[src/rtl/irq_pkg.sv]
package irq_pkg;
   localparam int ST_W     = 8;
   localparam int BUS_W    = 16;
   localparam int ADDR_W   = 2;
   localparam int B_RXRDY  = 0;
   localparam int B_TXDONE = 1;
   localparam int B_TXEMP  = 2;
   localparam int B_ALLOC  = 3;
   localparam int B_OVRN   = 4;
   localparam int B_EXC    = 5;
   localparam int B_ERX    = 6;
   localparam int B_DISC   = 7;
   // positions that latch and clear on write-one
   localparam logic [ST_W-1:0] STICKY_MASK = 8'hD6;
   // mask positions that can never be enabled
   localparam logic [ST_W-1:0] MASK_LOCK   = 8'h80;
   localparam logic [ADDR_W-1:0] A_STAT = 2'd0;
   localparam logic [ADDR_W-1:0] A_EXEN = 2'd1;
   localparam logic [ADDR_W-1:0] A_THR  = 2'd2;
   localparam logic [ADDR_W-1:0] A_DCNT = 2'd3;
   typedef enum logic [1:0] {EN_LINK = 2'd0, EN_ROLL = 2'd1, EN_TXERR = 2'd2} exc_en_e;
endpackage

[src/rtl/irq_regbank.sv]
module irq_regbank
   import irq_pkg::*;
#(
   parameter int THR_W   = 16,
   parameter int CNT_W   = 8,
   parameter logic [THR_W-1:0] THR_RST = THR_W'(64)
) (
   input  logic                 clk,
   input  logic                 rst_n,
   input  logic [ADDR_W-1:0]    addr_i,
   input  logic                 wr_i,
   input  logic [1:0]           be_i,
   input  logic [BUS_W-1:0]     wdata_i,
   input  logic [ST_W-1:0]      status_i,
   input  logic [CNT_W-1:0]     cnt_i,
   output logic [ST_W-1:0]      mask_o,
   output logic [2:0]           en_o,
   output logic [THR_W-1:0]     thr_o,
   output logic [ST_W-1:0]      ack_o,
   output logic                 cnt_clr_o,
   output logic [BUS_W-1:0]     rdata_o
);
   logic [ST_W-1:0]  mask_q;
   logic [2:0]       en_q;
   logic [THR_W-1:0] thr_q;
   logic [THR_W-1:0] thr_wm;

   logic wr_stat, wr_exen, wr_thr, wr_dcnt;
   assign wr_stat = wr_i && (addr_i == A_STAT);
   assign wr_exen = wr_i && (addr_i == A_EXEN);
   assign wr_thr  = wr_i && (addr_i == A_THR);
   assign wr_dcnt = wr_i && (addr_i == A_DCNT);

   // per-bit write enable for the threshold, lane chosen by bit index
   for (genvar i = 0; i < THR_W; i++) begin : g_thr_wm
      assign thr_wm[i] = wr_thr && be_i[i/8];
   end

   always_ff @(posedge clk or negedge rst_n) begin
      if (!rst_n) begin
         mask_q <= '0;
         en_q   <= '0;
         thr_q  <= THR_RST;
      end else begin
         if (wr_stat && be_i[1])
            mask_q <= wdata_i[15:8] & ~MASK_LOCK;
         if (wr_exen && be_i[0])
            en_q <= wdata_i[2:0];
         thr_q <= (thr_q & ~thr_wm) | (wdata_i[THR_W-1:0] & thr_wm);
      end
   end

   assign ack_o     = (wr_stat && be_i[0]) ? (wdata_i[7:0] & STICKY_MASK) : '0;
   assign cnt_clr_o = wr_dcnt && be_i[0];
   assign mask_o    = mask_q;
   assign en_o      = en_q;
   assign thr_o     = thr_q;

   always_comb begin
      unique case (addr_i)
         A_STAT:  rdata_o = {mask_q, status_i};
         A_EXEN:  rdata_o = {13'd0, en_q};
         A_THR:   rdata_o = BUS_W'(thr_q);
         default: rdata_o = BUS_W'(cnt_i);
      endcase
   end
endmodule

[src/rtl/irq_event_src.sv]
module irq_event_src
   import irq_pkg::*;
#(
   parameter int THR_W    = 16,
   parameter int CNT_W    = 8,
   parameter bit SATURATE = 1'b1
) (
   input  logic              clk,
   input  logic              rst_n,
   input  logic              disc_pulse_i,
   input  logic              cnt_clr_i,
   output logic [CNT_W-1:0]  cnt_o,
   input  logic              rx_active_i,
   input  logic [THR_W-1:0]  rx_bytes_i,
   input  logic [THR_W-1:0]  thr_i,
   input  logic              link_chg_i,
   input  logic              ctr_roll_i,
   input  logic [4:0]        tx_fail_i,
   input  logic              tx_ok_i,
   input  logic [2:0]        en_i,
   output logic              disc_hit_o,
   output logic              erx_o,
   output logic              exc_o
);
   localparam logic [CNT_W-1:0] CNT_TOP = '1;
   localparam logic [CNT_W-1:0] CNT_PRE = CNT_TOP - CNT_W'(1);

   logic [CNT_W-1:0] cnt_q;

   if (SATURATE) begin : g_sat
      always_ff @(posedge clk or negedge rst_n) begin
         if (!rst_n)                            cnt_q <= '0;
         else if (cnt_clr_i)                    cnt_q <= '0;
         else if (disc_pulse_i && cnt_q != CNT_TOP) cnt_q <= cnt_q + CNT_W'(1);
      end
   end else begin : g_wrap
      always_ff @(posedge clk or negedge rst_n) begin
         if (!rst_n)            cnt_q <= '0;
         else if (cnt_clr_i)    cnt_q <= '0;
         else if (disc_pulse_i) cnt_q <= cnt_q + CNT_W'(1);
      end
   end

   assign cnt_o      = cnt_q;
   assign disc_hit_o = disc_pulse_i && !cnt_clr_i && (cnt_q == CNT_PRE);
   assign erx_o      = rx_active_i && (rx_bytes_i > thr_i);

   logic tx_err;
   assign tx_err = (|tx_fail_i) && !tx_ok_i;
   assign exc_o  = (link_chg_i && en_i[EN_LINK])
                 | (ctr_roll_i && en_i[EN_ROLL])
                 | (tx_err     && en_i[EN_TXERR]);
endmodule

[src/rtl/irq_status_bits.sv]
module irq_status_bits
   import irq_pkg::*;
#(
   parameter logic [ST_W-1:0] STICKY = STICKY_MASK
) (
   input  logic             clk,
   input  logic             rst_n,
   input  logic [ST_W-1:0]  src_i,
   input  logic [ST_W-1:0]  ack_i,
   input  logic [ST_W-1:0]  mask_i,
   output logic [ST_W-1:0]  status_o,
   output logic             irq_o
);
   logic [ST_W-1:0] st_q;
   logic            irq_q;

   for (genvar i = 0; i < ST_W; i++) begin : g_bit
      if (STICKY[i]) begin : g_latch
         always_ff @(posedge clk or negedge rst_n) begin
            if (!rst_n) st_q[i] <= 1'b0;
            else        st_q[i] <= (st_q[i] & ~ack_i[i]) | src_i[i];
         end
      end else begin : g_level
         always_ff @(posedge clk or negedge rst_n) begin
            if (!rst_n) st_q[i] <= 1'b0;
            else        st_q[i] <= src_i[i];
         end
      end
   end

   always_ff @(posedge clk or negedge rst_n) begin
      if (!rst_n) irq_q <= 1'b0;
      else        irq_q <= |(st_q & mask_i);
   end

   assign status_o = st_q;
   assign irq_o    = irq_q;
endmodule

[src/rtl/irq_status_ctrl.sv]
module irq_status_ctrl
   import irq_pkg::*;
#(
   parameter int THR_W    = 16,
   parameter int CNT_W    = 8,
   parameter bit SATURATE = 1'b1,
   parameter logic [THR_W-1:0] THR_RST = THR_W'(64)
) (
   input  logic              clk,
   input  logic              rst_n,
   input  logic [1:0]        reg_addr_i,
   input  logic              reg_wr_i,
   input  logic [1:0]        reg_be_i,
   input  logic [15:0]       reg_wdata_i,
   output logic [15:0]       reg_rdata_o,
   input  logic              rx_ready_i,
   input  logic              tx_done_i,
   input  logic              tx_empty_i,
   input  logic              alloc_ok_i,
   input  logic              rx_ovrn_i,
   input  logic              link_chg_i,
   input  logic              ctr_roll_i,
   input  logic [4:0]        tx_fail_i,
   input  logic              tx_ok_i,
   input  logic              rx_active_i,
   input  logic [THR_W-1:0]  rx_bytes_i,
   input  logic              disc_pulse_i,
   output logic              irq_o
);
   if (THR_W < 8 || THR_W > 16) begin : g_bad_thr
      $error("irq_status_ctrl: THR_W must lie in 8..16");
   end
   if (CNT_W < 2 || CNT_W > 16) begin : g_bad_cnt
      $error("irq_status_ctrl: CNT_W must lie in 2..16");
   end

   logic [ST_W-1:0]  mask_q;
   logic [ST_W-1:0]  status_q;
   logic [ST_W-1:0]  ack_vec;
   logic [ST_W-1:0]  src_vec;
   logic [2:0]       exc_en;
   logic [THR_W-1:0] thr;
   logic [CNT_W-1:0] disc_cnt;
   logic             cnt_clr;
   logic             disc_hit, erx_hit, exc_lvl;

   irq_regbank #(.THR_W(THR_W), .CNT_W(CNT_W), .THR_RST(THR_RST)) u_regs (
      .clk(clk), .rst_n(rst_n),
      .addr_i(reg_addr_i), .wr_i(reg_wr_i), .be_i(reg_be_i), .wdata_i(reg_wdata_i),
      .status_i(status_q), .cnt_i(disc_cnt),
      .mask_o(mask_q), .en_o(exc_en), .thr_o(thr),
      .ack_o(ack_vec), .cnt_clr_o(cnt_clr), .rdata_o(reg_rdata_o)
   );

   irq_event_src #(.THR_W(THR_W), .CNT_W(CNT_W), .SATURATE(SATURATE)) u_evt (
      .clk(clk), .rst_n(rst_n),
      .disc_pulse_i(disc_pulse_i), .cnt_clr_i(cnt_clr), .cnt_o(disc_cnt),
      .rx_active_i(rx_active_i), .rx_bytes_i(rx_bytes_i), .thr_i(thr),
      .link_chg_i(link_chg_i), .ctr_roll_i(ctr_roll_i),
      .tx_fail_i(tx_fail_i), .tx_ok_i(tx_ok_i), .en_i(exc_en),
      .disc_hit_o(disc_hit), .erx_o(erx_hit), .exc_o(exc_lvl)
   );

   always_comb begin
      src_vec           = '0;
      src_vec[B_RXRDY]  = rx_ready_i;
      src_vec[B_TXDONE] = tx_done_i;
      src_vec[B_TXEMP]  = tx_empty_i;
      src_vec[B_ALLOC]  = alloc_ok_i;
      src_vec[B_OVRN]   = rx_ovrn_i;
      src_vec[B_EXC]    = exc_lvl;
      src_vec[B_ERX]    = erx_hit;
      src_vec[B_DISC]   = disc_hit;
   end

   irq_status_bits #(.STICKY(STICKY_MASK)) u_stat (
      .clk(clk), .rst_n(rst_n),
      .src_i(src_vec), .ack_i(ack_vec), .mask_i(mask_q),
      .status_o(status_q), .irq_o(irq_o)
   );
endmodule

[config.mk]
export PLATFORM = sky130hd
export DESIGN_NAME = irq_status_ctrl
export DESIGN_NICKNAME = d
export VERILOG_FILES = /design/src/rtl/irq_pkg.sv /design/src/rtl/irq_regbank.sv /design/src/rtl/irq_event_src.sv /design/src/rtl/irq_status_bits.sv /design/src/rtl/irq_status_ctrl.sv
export SDC_FILE = /design/constraint.sdc
export NUM_CORES = 1
export LEC_CHECK = 0
export BUFFER_PORTS_ARGS = -buffer_cell sky130_fd_sc_hd__buf_2
export CORE_UTILIZATION = 40
export DETAILED_ROUTE_END_ITERATION = 16
export GPL_ROUTABILITY_DRIVEN = 0
export PLACE_DENSITY = 0.66
export SLEW_MARGIN = 15
export SYNTH_ARGS = -nofsm -noshare
export SYNTH_HDL_FRONTEND = slang
export SYNTH_SLANG_ARGS = --single-unit
[constraint.sdc]
create_clock -name clk -period 1.9 [get_ports clk]
set_clock_uncertainty 0.2 [all_clocks]
set_input_delay 0.285 -clock clk [delete_from_list [all_inputs] [get_ports clk]]
set_output_delay 0.285 -clock clk [all_outputs]
set_load 0.05 [all_outputs]
==> results.md, run 1 <==
- Status: completed
- Worst-margin pin slew: 0.417 ns
- Largest stage delay on the critical path: 0.55 ns
- Final hold vios: 0
- Final core occ: a little under three fifths
- Levels on crit path: 6
- P&R area growth vs syn: 30.0%
- Peak VDD IR: 0.639 mV
- I/O pin count: 71
- Worst skew pair latency: 0.29 ns
- Initial cell density of the core: approximately 42%
- Post-Route WL: 6060 µm
- Routed length per instance: roughly 15 µm
- IO Port Bufs: 70
- Setup crit start kind: flip-flop
- Crit Path Max Fanout: 3
- Via count: 2091
- Pin count of the biggest net entering global routing: 21
- DRC violations left: 0
- Root buf cell: clkbuf_8
- Unrepaired setup endpoints after global routing: true
- Post-DRT Antenna Nets: 0
- Detailed Routing Iterations Pass 1: 4
- Top cell type by total area after synthesis: dfrtp_1
- Die area: 0.00674 mm²
- TritonCTS clock tree: done
- Number of global-route vias before repair: 2045
- Fraction of layout instances using a drive strength above 1: between 40% and 50%
- FF-to-FF path depth: 6
- First-pass GRT wire length: about 9700 µm
- Max Cap Viol: 0
- Worst Path Arrival: around 1.9 ns
- Pwr dens: about 940 mW/mm²
- Floorplan die width: 82.1 µm
- Core area: 0.00606 mm²
- Post-synthesis area per instance: 11.1 µm²
- Mapped Cells: 231
- Clock buffer count from CTS: 5
- Fin crit share: between 90 and 100%
- Total grt overflow: 0
- Synth cell count leaders: dfrtp_1 (42), mux2_2 (24), inv_1 (20)
- Crit path max-delay family: simple AND/OR/NAND/NOR gates
- CP Cell Sequence: inv_1, ha_4, nand4_1, or4_1, a21oi_2, a31oi_1
- Ys flop type: dfrtp_1
- Post-layout min period: 1.90 ns
- # diodes: 0
- Top-area cell type share of the netlist area: 41.0%
- CP Capture Type: flip-flop
- Worst setup margin: 0.00394 ns
- DP HPWL: 4770 µm
- Register area share after synthesis: 42.0%
- Die height: 82.1 µm
- YS warnings: 0
- Slew headroom: 72.2%
- HP Class: input port to flip-flop
- Final Power: between 3000 and 4000 µW
- Most common cell in the netlist: dfrtp_1
- Ranking of synthesized cells by area: dfrtp_1 (41%), mux2_2 (11%), ha_1 (8.8%), mux2i_1 (4.7%), inv_1 (2.9%)
- CP bufs+invs: 1
- Synth unique cells: 47
- Post-synth EDFFs: 0
- Row count: 28
- Worst-path cell with the longest stage delay: or4_1
- Hold depth: 2
- Worst slack at placement: -0.0757 ns
- Vias per cell: 5.23
- H-Tree Depth: 2
- Mapped Nets: 303
- Maximum clock frequency: 527 MHz
- Max-slew violations: 0
- Clk pin slew, worst setup/hold paths: 0.08 ns
- Initial antenna violation count: 0
- Setup violators final: 0
- Clock sink total: between 40 and 50
- Static Leakage: 0.00157 µW
- Nets: 396
- # fillers: 532
- Async SR Flop Fraction: 100%
- Starting DRC count in detailed routing: between 50 and 60
- GRT Util Overall: 19.8%
- Required time worst endpoint: 1.88 ns
- Synth Cell Area: 0.00256 mm²
- Synth Register Bits: 43
- CP Class: flip-flop to flip-flop
- Clock Path Buffers: 2
==> power breakdown <==
part / total (µW) / switching [µW] / internal [µW]
combinational: 1290 / 702 / 587
clock: 562 / 303 / 258
sequential: 1300 / 176 / 1120
total: 3150 / 1180 / 1970
==> stage by stage <==
stage / hold WS (ns) / cell area (µm²) / std cells / TNS, ns
after CTS: 0.0116 / 3270 / 397 / 0
after floorplan: -0.211 / 2560 / 231 / -0.870
final: 0.0144 / 3330 / 400 / 0
after global placement: 0.0398 / 3080 / 381 / -0.0202
after detailed placement: 0.0405 / 3080 / 381 / -0.0757
after global routing: 0.00682 / 3330 / 400 / -0.0772
==> placed cells by master, fill, tap and decap left out, drive strengths merged, types with 2 or more instances in the layout <==
cell         count
mux2i           12
clkbuf           7
a211oi           3
a21oi            8
a21o             3
and4             2
dlygate4sd3      6
buf             89
a22oi            2
mux4             3
dfrtp           42
xnor2            6
a311oi           3
and2             2
nor3b            2
o21ai            7
nand4            4
nand2           10
or4              2
mux2            26
nor2            19
nor3             2
nand3           10
ha              18
inv             20
a31oi            2
nor2b            3
==> final timing paths <==
path,startpoint,endpoint,slack (ns)
max,flip-flop,u_stat.status_o[6]$_DFF_PN0_,0.004
min,reg_wdata_i[5],flip-flop,0.01
max reg2reg,flip-flop,u_stat.status_o[6]$_DFF_PN0_,0.004
min reg2reg,u_stat.status_o[7]$_DFF_PN0_,u_stat.status_o[7]$_DFF_PN0_,0.30
max in group asynchronous,rst_n,asynchronous set/reset pin,0.73
min in group asynchronous,rst_n,asynchronous set/reset pin,0.25
==> cell type report <==
| cell class | count | area, µm² | share of cell area, % |
|---|---|---|---|
| clock buffer | 7 | 76.3 | 2.29 |
| clock inverter | 1 | 5.00 | 0.150 |
| inverter | 20 | 75.1 | 2.25 |
| multi-input combinational | 159 | 1400 | 42.0 |
| sequential | 43 | 1080 | 32.3 |
| tap | 75 | 93.8 | 2.81 |
| timing repair buffer | 95 | 607 | 18.2 |
==> metal layers <==
metal | vias to the layer above | routed length [µm] | part of all wire [%] | GRT usage (%)
li1 | 1028 | - | - | -
met1 | 985 | 2960 | 49 | 26.5
met2 | 69 | 2710 | 45 | 32.0
met3 | 9 | 298 | 4.9 | 3.89
met4 | 0 | 95 | 1.6 | 6.14
met5 | - | 0 | 0 | 0
==> kinds of logic after synthesis <==
kind of cell / synth area share, %
muxes: 18.7
buffers and inverters: 5.22
adders and majority gates: 8.78
xor gates and xnor gates: 2.05
AOI/OAI and AO/OA: 10.6
DFF: 42.0
and+or+nand+nor: 12.6
==> what timing repair did <==
| item | 4_1_cts | 5_1_grt |
|---|---|---|
| gates resized for setup | 8 | 7 |
| hold endpoints to repair | 20 | 0 |
| hold buffers | 6 | 0 |
| buffers inserted | 3 | 3 |
| pin swaps | 3 | 1 |
| setup endpoints to repair | 5 | 5 |
No activity file was read; power rests on OpenSTA's default activity.
==> inputs of run 2 (changes only) <==
--- a/config.mk
+++ b/config.mk
@@ -5,6 +5,7 @@
 export SDC_FILE = /design/constraint.sdc
 export NUM_CORES = 1
 export LEC_CHECK = 0
+export ABC_AREA = 1
 export BUFFER_PORTS_ARGS = -buffer_cell sky130_fd_sc_hd__buf_2
 export CORE_UTILIZATION = 40
 export DETAILED_ROUTE_END_ITERATION = 16
==> run 2 against run 1 <==
Against the previous run:
- sequential cell count is the same
- largest power group unchanged
- die area shrank 1.4%
- critical path depth shrank 3
==> results.md, run 2 <==
- Total grt overflow: 0 (unchanged)
- Multi-input gate area: 0.00120 mm² (was 0.00140 mm²)
- Top-area cell type share of the netlist area: 41.6% (was 41.0%)
- # diodes: 0 (unchanged)
- Worst-margin pin slew: 0.542 ns (was 0.417 ns)
- # fillers: 614 (was 532)
- Area after DPL: 0.00297 mm² (was 0.00308 mm²)
- Mapped Cells: 326 (was 231)
- IO Port Bufs: 70 (unchanged)
- Async SR Flop Fraction: 100% (unchanged)
- Pin count of the biggest net entering global routing: 44 (was 21)
- Via count: 2438 (was 2091)
- HP Class: input port to flip-flop (unchanged)
- Setup TNS: 0 ns (unchanged)
- Root buf cell: clkbuf_8 (unchanged)
- Ranking of synthesized cells by area: dfrtp_1 (42%), nand2_1 (12%), ha_1 (8.9%), inv_1 (8.6%), o21ai_1 (4.6%) (was dfrtp_1 (41%), mux2_2 (11%), ha_1 (8.8%), mux2i_1 (4.7%), inv_1 (2.9%))
- CP Class: flip-flop to output port (was flip-flop to flip-flop)
- Largest stage delay on the critical path: 0.42 ns (was 0.55 ns)
- Routed length per instance: 13.0 µm (was 15.2 µm)
- Max Cap Viol: 0 (unchanged)
- Setup crit start kind: flip-flop (unchanged)
- Ys flop type: dfrtp_1 (unchanged)
- Fraction of layout instances using a drive strength above 1: 25.1% (was 42.2%)
- Final Power: 2930 µW (was 3150 µW)
- Synth Register Bits: 43 (unchanged)
- Clock Path Buffers: 2 (unchanged)
- Mapped Nets: 398 (was 303)
- Initial antenna violation count: 0 (unchanged)
- Leading cell types in the layout, fill and taps excluded: nand2_1 (83), buf_2 (68), inv_1 (57) (was buf_2 (66), dfrtp_1 (41), mux2_2 (24))
- Top cell type by total area after synthesis: dfrtp_1 (unchanged)
- Post-synthesis area per instance: 7.76 µm² (was 11.1 µm²)
- Detailed Routing Iterations Pass 1: 4 (unchanged)
- Nets: 482 (was 396)
- Initial cell density of the core: 42.0% (was 42.3%)
- I/O pin count: 71 (unchanged)
- Post-synth EDFFs: 0 (unchanged)
- Register area share after synthesis: 42.6% (was 42.0%)
- Seq. cell area: 0.00108 mm² (about the same)
- CP Cell Sequence: a221oi_2, o21ai_1, buf_6 (was inv_1, ha_4, nand4_1, or4_1, a21oi_2, a31oi_1)
- Crit Path Max Fanout: 3 (unchanged)
- CP bufs+invs: 1 (unchanged)
- H-Tree Depth: 2 (unchanged)
- CP Capture Type: output port (was flip-flop)
- Clock sink total: 43 (unchanged)
- Status: completed (unchanged)
- GRT Util Overall: 20.6% (was 19.8%)
- Final core occ: 52.9% (was 55.0%)
- Synth Cell Area: 0.00253 mm² (was 0.00256 mm²)
- Synth unique cells: 30 (was 47)
- Static Leakage: 0.00172 µW (was 0.00157 µW)
- Vias per cell: 5.02 (was 5.23)
- Unrepaired setup endpoints after global routing: true (unchanged)
- Worst skew pair latency: 0.30 ns (was 0.29 ns)
- Synth cell count leaders: nand2_1 (83), inv_1 (58), dfrtp_1 (42) (was dfrtp_1 (42), mux2_2 (24), inv_1 (20))
- Crit path max-delay family: compound AO/OA/AOI/OAI gates (was simple AND/OR/NAND/NOR gates)
- Fin crit share: 99.0% (was 99.8%)
- Clock buffer count from CTS: 5 (unchanged)
- YS warnings: 0 (unchanged)
- Commonest non-fill, non-tap cell in the layout: nand2_1 (was buf_2)
- Row count: 28 (unchanged)
- Worst Path Arrival: 1.40 ns (was 1.88 ns)
- P&R area growth vs syn: 26.0% (was 30.0%)
- Final instance area: 0.00319 mm² (was 0.00333 mm²)
- Die area: 0.00664 mm² (was 0.00674 mm²)
- DP HPWL: 4970 µm (was 4770 µm)
- Setup violators final: 0 (unchanged)
- Floorplan die width: 81.5 µm (was 82.1 µm)
- Most common cell in the netlist: nand2_1 (was dfrtp_1)
- First-pass GRT wire length: 10200 µm (was 9700 µm)
- Starting DRC count in detailed routing: 153 (was 57)
- Maximum clock frequency: 532 MHz (was 527 MHz)
- Pwr dens: 918 mW/mm² (was 944 mW/mm²)
- Clk pin slew, worst setup/hold paths: 0.09 ns (was 0.08 ns)
- Peak VDD IR: 0.449 mV (was 0.639 mV)
- Post-Route WL: 6300 µm (was 6060 µm)
- Die height: 81.5 µm (was 82.1 µm)
- Final hold vios: 0 (unchanged)
- Number of global-route vias before repair: 2299 (was 2045)
- Post-DRT Antenna Nets: 0 (unchanged)
- Slew headroom: 63.9% (was 72.2%)
- Hold slack: 0.0293 ns (was 0.0144 ns)
- Worst-path cell with the longest stage delay: dfrtp_1 (was or4_1)
- DRC violations left: 0 (unchanged)
- Required time worst endpoint: 1.41 ns (was 1.88 ns)
- Core area: 0.00603 mm² (was 0.00606 mm²)
- Max-slew violations: 0 (unchanged)
- Post-layout min period: 1.88 ns (was 1.90 ns)
- TritonCTS clock tree: done (unchanged)
==> run 2: cell types whose count changed in the layout (fill, tap and decap cells not counted), moves of 10 or more <==
cell | before | now
buf_4 | 17 | 7
mux2i_1 | 12 | 0
mux2_2 | 24 | 0
o21ai_0 | 2 | 19
nand2_1 | 10 | 83
o21ai_1 | 4 | 26
inv_1 | 20 | 57
==> run 2: routing by layer <==
| metal | GRT usage [%] | share of wire (%) | wire [µm] | up-vias |
|---|---|---|---|---|
| li1 | - | - | - | 1218 |
| met1 | 25.9 | 45 | 2870 | 1135 |
| met2 | 34.3 | 47 | 2980 | 71 |
| met3 | 4.44 | 5.1 | 322 | 14 |
| met4 | 8.04 | 2.1 | 133 | 0 |
| met5 | 0 | 0 | 0 | - |
==> run 2: report_power, final <==
group          leakage [µW]  internal, µW  switching (µW)
registers          0.000520          1090             128
clock network     0.0000612           425             313
logic               0.00114           341             632
==> run 2: worst reg2reg max path, stage by stage (launching register included) <==
cell	delay [ns]
dfstp_2	0.53
inv_1	0.06
ha_1	0.28
nand2_1	0.09
nor2_2	0.15
nand4_1	0.09
o21a_1	0.17
nand2_1	0.06
nand2_1	0.04
==> run 2: cell families after synthesis <==
group                    share of synthesized area (%)
adder cells (fa/ha/maj)                           8.91
buffers and inverters                             10.6
XOR/XNOR                                          1.04
AND/OR/NAND/NOR                                   21.4
flip-flops                                        42.6
AO/OA/AOI/OAI                                     15.4
==> run 2: path summary, 6_finish.rpt <==
path,from,endpoint,slack (ns),cells past startpoint
worst max register to register,flip-flop,u_stat.status_o[6]$_DFF_PN0_,0.12,8
max in group asynchronous,rst_n,asynchronous set/reset pin,0.74,3
worst max-delay path,u_stat.status_o[1]$_DFF_PN0_,reg_rdata_o[1],0.02,3
worst min-delay path,reg_wdata_i[10],flip-flop,0.03,3
worst min register to register,flip-flop,flip-flop,0.27,2
min in group asynchronous,rst_n,asynchronous set/reset pin,0.38,3
==> run 2: layout make-up <==
cell class	count	area share (%)
Multi-Input combinational cell	217	37.8
Sequential cell	43	33.8
Timing Repair Buffer	82	14.6
Inverter	61	7.19
Tap cell	75	2.95
Clock buffer	6	2.59
Clock inverter	2	1.10
==> run 2: through the flow <==
step / setup WS, ns / instances
6_report: 0.0187 / 486
5_1_grt: -0.0327 / 486
4_1_cts: 0.0101 / 485
3_5_place_dp: 0.0581 / 471
3_3_place_gp: 0.0789 / 471
2_1_floorplan: -0.0822 / 326
==> run 2: repair_timing <==
| item | in CTS | in global routing |
|---|---|---|
| pin swaps | 0 | 1 |
| hold buffers | 6 | 0 |
| setup buffers | 0 | 1 |
| endpoints found under the hold margin | 47 | 0 |
| endpoints found under the setup margin | 1 | 4 |
| gates resized for setup | 1 | 10 |
| cloned | 0 | 0 |
